File: src/rtl/mseq_pkg.sv
package mseq_pkg;

    localparam int unsigned UADDR_W = 4;

    typedef enum logic [1:0] {
        BF_NEXT      = 2'b00,
        BF_WAIT      = 2'b01,
        BF_JUMP      = 2'b10,
        BF_JUMP_ELSE = 2'b11
    } brfn_e;

    typedef enum logic [1:0] {
        CS_ALWAYS  = 2'b00,
        CS_START   = 2'b01,
        CS_NONZERO = 2'b10,
        CS_NEVER   = 2'b11
    } csel_e;

    typedef struct packed {
        logic load;
        logic enable;
    } cnt_ctl_t;

    // Map branch function and selected condition to counter controls
    function automatic cnt_ctl_t decode_ctl(brfn_e f, logic c);
        cnt_ctl_t r;
        case (f)
            BF_NEXT:      begin r.load = 1'b0; r.enable = 1'b1; end
            BF_WAIT:      begin r.load = 1'b0; r.enable = c;    end
            BF_JUMP:      begin r.load = 1'b1; r.enable = c;    end
            default:      begin r.load = c;    r.enable = 1'b1; end
        endcase
        return r;
    endfunction

endpackage

File: src/rtl/mseq_cond_sel.sv
module mseq_cond_sel
    import mseq_pkg::*;
(
    input  csel_e sel,
    input  logic  start_req,
    input  logic  data_nz,
    output logic  cond
);
    always_comb begin
        case (sel)
            CS_ALWAYS:  cond = 1'b1;
            CS_START:   cond = start_req;
            CS_NONZERO: cond = data_nz;
            default:    cond = 1'b0;
        endcase
    end
endmodule

File: src/rtl/mseq_ctl_dec.sv
module mseq_ctl_dec
    import mseq_pkg::*;
(
    input  brfn_e    fn,
    input  logic     cond,
    output cnt_ctl_t ctl
);
    always_comb ctl = decode_ctl(fn, cond);
endmodule

File: src/rtl/mseq_upc.sv
module mseq_upc #(
    parameter int unsigned W = 4
) (
    input  logic         clk,
    input  logic         rst,
    input  logic         load,
    input  logic         enable,
    input  logic [W-1:0] target,
    output logic [W-1:0] q
);
    localparam logic [W-1:0] ONE = W'(1);

    always_ff @(posedge clk) begin
        if (rst)
            q <= '0;
        else if (enable)
            q <= load ? target : q + ONE;
    end
endmodule

File: src/rtl/mseq_top.sv
module mseq_top
    import mseq_pkg::*;
#(
    parameter int unsigned AW = UADDR_W
) (
    input  logic          clk,
    input  logic          rst,
    input  logic [1:0]    bf_code,
    input  logic [1:0]    cs_code,
    input  logic [AW-1:0] br_target,
    input  logic          start_req,
    input  logic          data_nz,
    input  logic          done_in,
    output logic [AW-1:0] upc_addr,
    output logic          done_out
);
    logic     cond;
    cnt_ctl_t ctl;

    mseq_cond_sel u_sel (
        .sel       (csel_e'(cs_code)),
        .start_req (start_req),
        .data_nz   (data_nz),
        .cond      (cond)
    );

    mseq_ctl_dec u_dec (
        .fn   (brfn_e'(bf_code)),
        .cond (cond),
        .ctl  (ctl)
    );

    mseq_upc #(.W(AW)) u_upc (
        .clk    (clk),
        .rst    (rst),
        .load   (ctl.load),
        .enable (ctl.enable),
        .target (br_target),
        .q      (upc_addr)
    );

    assign done_out = done_in;
endmodule

File: config.mk
export PLATFORM = sky130hd
export DESIGN_NAME = mseq_top
export DESIGN_NICKNAME = d
export VERILOG_FILES = /design/src/rtl/mseq_pkg.sv /design/src/rtl/mseq_cond_sel.sv /design/src/rtl/mseq_ctl_dec.sv /design/src/rtl/mseq_upc.sv /design/src/rtl/mseq_top.sv
export SDC_FILE = /design/constraint.sdc
export NUM_CORES = 1
export LEC_CHECK = 0
export ABC_AREA = 1
export CAP_MARGIN = 5
export CELL_PAD_IN_SITES_DETAIL_PLACEMENT = 1
export CELL_PAD_IN_SITES_GLOBAL_PLACEMENT = 1
export CORE_MARGIN = 4
export CORE_UTILIZATION = 25
export DETAILED_ROUTE_END_ITERATION = 12
export GPL_TIMING_DRIVEN = 0
export PLACE_DENSITY_LB_ADDON = 0.1
export SYNTH_ARGS = -nofsm -noshare
export SYNTH_HDL_FRONTEND = slang
export SYNTH_SLANG_ARGS = --single-unit
File: constraint.sdc
create_clock -name clk -period 2.3 [get_ports clk]
set_input_delay 0.69 -clock clk [delete_from_list [all_inputs] [get_ports clk]]
set_output_delay 0.69 -clock clk [all_outputs]
set_load 0.01 [all_outputs]
### Yosys cells after proc, flatten, opt, wreduce, memory -nomap -nowiden

Cells that the tools add are included.

* flip-flop bits (word level): 4
* input bits: 13
* output and inout port bits: 5
* logic and storage cells: 11

* $add $sub $neg: 1
* eq/ne operators: 4
* muxes and demuxes: 3
* reduce and logical (&&, ||, !) cells: 2

Operators with widths (number)
* one-hot mux 2 bit (3 select lines): 1
* adder 4 x 1 -> 4 bit (second input constant): 1
* == test 2 x 1 -> 1 bit (second input constant): 2
* == test 2 bit (second input constant): 2
* logical NOT 2 bit: 2
* 2-to-1 mux 4 bit: 1
* one-hot mux 1 bit (3 select lines): 1

### Logic depth before layout (Yosys ltp)

* depth in word-level cells: 4
* depth in mapped cells: 9
* gate-level depth less buffers: 9

### Cells and area by module

Synthesis repeated with hierarchy kept, for this count alone.

* cell total of the unflattened synthesis: 49
* area total of the unflattened synthesis: 287.8 µm²

By module, submodules not included
* mseq_upc: times used 1, cells each 33, area an instance 222.7 µm², sequential area each 80.1 µm²
* mseq_ctl_dec: times used 1, cells each 8, area an instance 31.3 µm², sequential area each 0.0 µm²
* mseq_cond_sel: times used 1, cells each 7, area an instance 26.3 µm², sequential area each 0.0 µm²
* mseq_top: times used 1, cells each 1, area an instance 7.5 µm², sequential area each 0.0 µm²

### Least setup slack after synthesis

OpenSTA, ideal clock, no wires.

* kind: input -> output
* start: input port done_in
* end: output port done_out
* arrival time: 809 ps
* required time: 1610 ps
* path slack: 801 ps
* stages: 1
* buffers on the path: 1
* cell sequence: buf_4

RTL lines
* start, declared: RTL line mseq_top.sv:13 `input logic done_in,`
* end, declared: RTL line mseq_top.sv:15 `output logic done_out`

No word-level cell between the ends.

### Worst setup path in the final report

* start: input port done_in
* end: output port done_out

No word-level cell between the ends.

==> PnR_summary.wiki <==
{| class="wikitable"
! Metric !! Value
|-
| Hold_buf cts || 0
|-
| Peak VDD IR || 0.000232 V
|-
| GR Layer Usage met2 || 19.0%
|-
| Global-route wire length before repair || 1.68 mm
|-
| GRT Residual Overflow || 0
|-
| Sequential cell area fraction in the yosys report || 22.2%
|-
| Unrepaired setup endpoints after global routing || false
|-
| Register with the most flip-flops || u_upc.q
|-
| Global routing met1 resource utilization || 12.3%
|-
| Worst-case register-to-register setup slack || 1.24 ns
|-
| Worst path slowest cell || sky130_fd_sc_hd__clkdlybuf4s50_1
|-
| Clock share of power || 31.7%
|-
| Net count of the mapped netlist || 75
|-
| WP data arrival || 1.28 ns
|-
| Pins Over Slew Limit || 0
|-
| Area after DPL || 539 um2
|-
| Area growth from synthesis to layout || 55.9%
|-
| Total placed cells including tap cells || 92
|-
| Detail-routed net length per standard cell || 10.4 um
|-
| Count of instances resized after the clock tree is built || 0
|-
| Classification of the worst-slack hold path || reg2reg
|-
| Reg-to-reg endpoint || u_upc.q[2]$_SDFFE_PP0P_
|-
| Filler cells || 179
|-
| Total Power || 273 uW
|-
| Floorplan core area || 0.00133 mm2
|-
| Final standard cell count with taps included and fillers excluded || 95
|-
| Transition time of the tightest slew-check pin || 0.223 ns
|-
| Aggregate negative setup slack || 0 ns
|-
| Layer with the highest usage after global routing || met2
|-
| Destination of the worst hold path || u_upc.q[0]$_SDFFE_PP0P_
|-
| Final count of negative-setup-slack endpoints || 0
|-
| Final core occ || 42.1%
|-
| Power per unit of standard cell area || 487 mW/mm2
|-
| Post-layout nets || 96
|-
| Overall die area || 0.00211 mm2
|-
| Vias post-DR || 432
|-
| Endpoint type of the worst setup path || primary output
|-
| Highest achievable clock rate || 0.507 GHz
|-
| Sequential fraction of design power || 31.9%
|-
| Setup Crit Path Kind || in2out
|-
| Launch instance of the worst register-to-register path || u_upc.q[1]$_SDFFE_PP0P_
|-
| Drt first pass iters || 2
|-
| Die height || 46.0 um
|-
| Antenna violations before repair || 0
|-
| Number of buffer and inverter stages on the critical path || 2
|-
| Worst hold path startpoint || u_upc.q[0]$_SDFFE_PP0P_
|-
| Routed Wire Length || 992 um
|-
| Worst Reg-to-Reg Cells || 6
|-
| Sequence of cells on the critical path || buf_4 -> clkdlybuf4s50_1
|-
| Largest stage delay on the critical path || 0.52 ns
|-
| Per-instance average area after synthesis || 5.91 um2
|-
| Number of buffers between clock root and the deepest sink || 2
|-
| Number of flip-flops in the largest register || 4
|-
| Number of inserted diodes || 0
|-
| Hold Fails Final Rpt || 0
|-
| Number of distinct standard cells referenced by the synthesized netlist || 13
|-
| Die extent in x || 46.0 um
|-
| Inserted Clock Buffers || 3
|-
| Initial core utilization || 27.0%
|-
| Flip-flop and latch count after synthesis || 4
|-
| Crit path time final || 1.97 ns
|-
| Relative slew slack || 85.1%
|-
| Count of buffers inserted at the top-level ports || 16
|-
| Count of synthesis-stage warnings from yosys || 0
|-
| Worst clock skew on the final layout || 0.000652 ns
|-
| CTS tree || built
|-
| DRC Markers || 0
|-
| Fraction of layout instances using a drive strength above 1 || 11.3%
|-
| Avg Vias per Cell || 4.55
|-
| Relative contribution of combinational cells to total power || 36.4%
|-
| Worst skew pair latency || 0.23 ns
|-
| Hold Path Depth || 5
|-
| Final instance area || 562 um2
|-
| DRC marker count from the first detailed-route iteration || 6
|-
| Count of mapped cells out of synthesis || 61
|-
| Post-CTS clock slew at the launch and capture registers of the worst setup and hold paths || 0.04 ns
|-
| Combined area of all synthesized cells || 360 um2
|-
| Leakage || 0.000314 uW
|-
| Global-route track usage on met3 || 4.74%
|-
| Switching Power || 83.0 uW
|-
| Kind of cell adding the most delay to the critical path || buffers and inverters
|-
| Proportion of total power due to net switching || 30.3%
|-
| Largest net degree at the start of global routing || 7
|-
| Std-Cell Rows || 13
|-
| Number of global-route vias before repair || 432
|-
| Regs by FF count || u_upc.q (4)
|-
| CTS HTree Levels || 1
|-
| Antenna Nets Post-Route || 0
|-
| Top-level port count || 18
|-
| Worst EP required || 1.61 ns
|-
| Global-route total usage across every layer || 11.1%
|-
| Worst-path fanout max || 1
|-
| Number of max-capacitance violations reported || 0
|-
| CTS sink count || 4
|-
| Final GP Congestion || 0.699
|-
| Run status || finished clean
|-
| Number of post-CTS setup repair buffers || 0
|-
| Critical Path Source Type || input port
|-
| Cell-internal power || 190 uW
|-
| Buffer cell driving the clock tree root || sky130_fd_sc_hd__clkbuf_4
|-
| Post-detailed-placement half-perimeter wirelength || 866 um
|-
| Final period utilization || 85.8%
|}
==> routing by layer <==
layer / up-vias / wire, um
met5: - / 0
met4: 0 / 0
met3: 0 / 80
met2: 16 / 484
met1: 189 / 427
li1: 227 / -
==> cell type report <==
type	count	area (um2)	area share, %
Timing Repair Buffer	16	160	28.5
Inverter	15	56.3	10.0
Clock buffer	3	22.5	4.01
Buffer	1	7.51	1.34
Sequential cell	4	80.1	14.3
Multi-Input combinational cell	41	216	38.5
Tap cell	15	18.8	3.34
==> power groups by stage <==
| stage | Clock (uW) | Sequential, uW | Combinational [uW] |
|---|---|---|---|
| 4_1_cts | 91.8 | 87.1 | 102 |
| 3_3_place_gp | 0 | 88.0 | 99.7 |
| 5_1_grt | 96.2 | 88.8 | 113 |
| 2_1_floorplan | 0 | 89.7 | 50.1 |
| 6_report | 86.7 | 87.2 | 99.5 |
| 3_5_place_dp | 0 | 88.2 | 101 |
==> stage by stage <==
| stage | hold WS, ns | worst slack, ns |
|---|---|---|
| after floorplan | 0.655 | 0.801 |
| after global routing | 0.734 | 0.302 |
| after global placement | 0.664 | 0.246 |
| after CTS | 0.676 | 0.323 |
| after detailed placement | 0.669 | 0.220 |
| final | 0.666 | 0.326 |
==> cells in the mapped netlist <==
cell,count,share of area (%)
sky130_fd_sc_hd__nand3_1,17,24
sky130_fd_sc_hd__nand2_1,15,16
sky130_fd_sc_hd__inv_1,14,15
sky130_fd_sc_hd__dfxtp_1,4,22
sky130_fd_sc_hd__nand2_2,2,3.5
sky130_fd_sc_hd__nand3b_1,2,4.2
sky130_fd_sc_hd__buf_4,1,2.1
sky130_fd_sc_hd__ha_1,1,3.5
sky130_fd_sc_hd__inv_2,1,1.0
sky130_fd_sc_hd__nand2_4,1,3.1
sky130_fd_sc_hd__nand4_1,1,1.7
sky130_fd_sc_hd__or2_4,1,2.4
sky130_fd_sc_hd__xor2_1,1,2.4
==> worst max-delay path by stage <==
stage / startpoint / to / cells after the start
5_1_grt: done_in / done_out / 2
2_1_floorplan: done_in / done_out / 1
3_5_place_dp: bf_code[1] / u_upc.q[1]$_SDFFE_PP0P_ / 9
6_report: done_in / done_out / 2
3_3_place_gp: bf_code[1] / u_upc.q[0]$_SDFFE_PP0P_ / 9
4_1_cts: done_in / done_out / 2
==> cells by family after synthesis <==
family	after synthesis	share of synthesized area [%]
adder cells (fa/ha/maj)	1	3.47
buffers and inverters	16	17.7
flip-flops	4	22.2
AND/OR/NAND/NOR	39	54.2
XOR/XNOR	1	2.43
==> cell usage in the layout (no fill, tap or decap) <==
master                            instances
sky130_fd_sc_hd__buf_4                    1
sky130_fd_sc_hd__clkbuf_4                 3
sky130_fd_sc_hd__clkdlybuf4s50_1         16
sky130_fd_sc_hd__dfxtp_1                  4
sky130_fd_sc_hd__ha_1                     1
sky130_fd_sc_hd__inv_1                   14
sky130_fd_sc_hd__inv_2                    1
sky130_fd_sc_hd__nand2_1                 15
sky130_fd_sc_hd__nand2_2                  2
sky130_fd_sc_hd__nand2_4                  1
sky130_fd_sc_hd__nand3_1                 17
sky130_fd_sc_hd__nand3b_1                 2
sky130_fd_sc_hd__nand4_1                  1
sky130_fd_sc_hd__or2_4                    1
sky130_fd_sc_hd__xor2_1                   1
(Power assumes the default switching activity.)
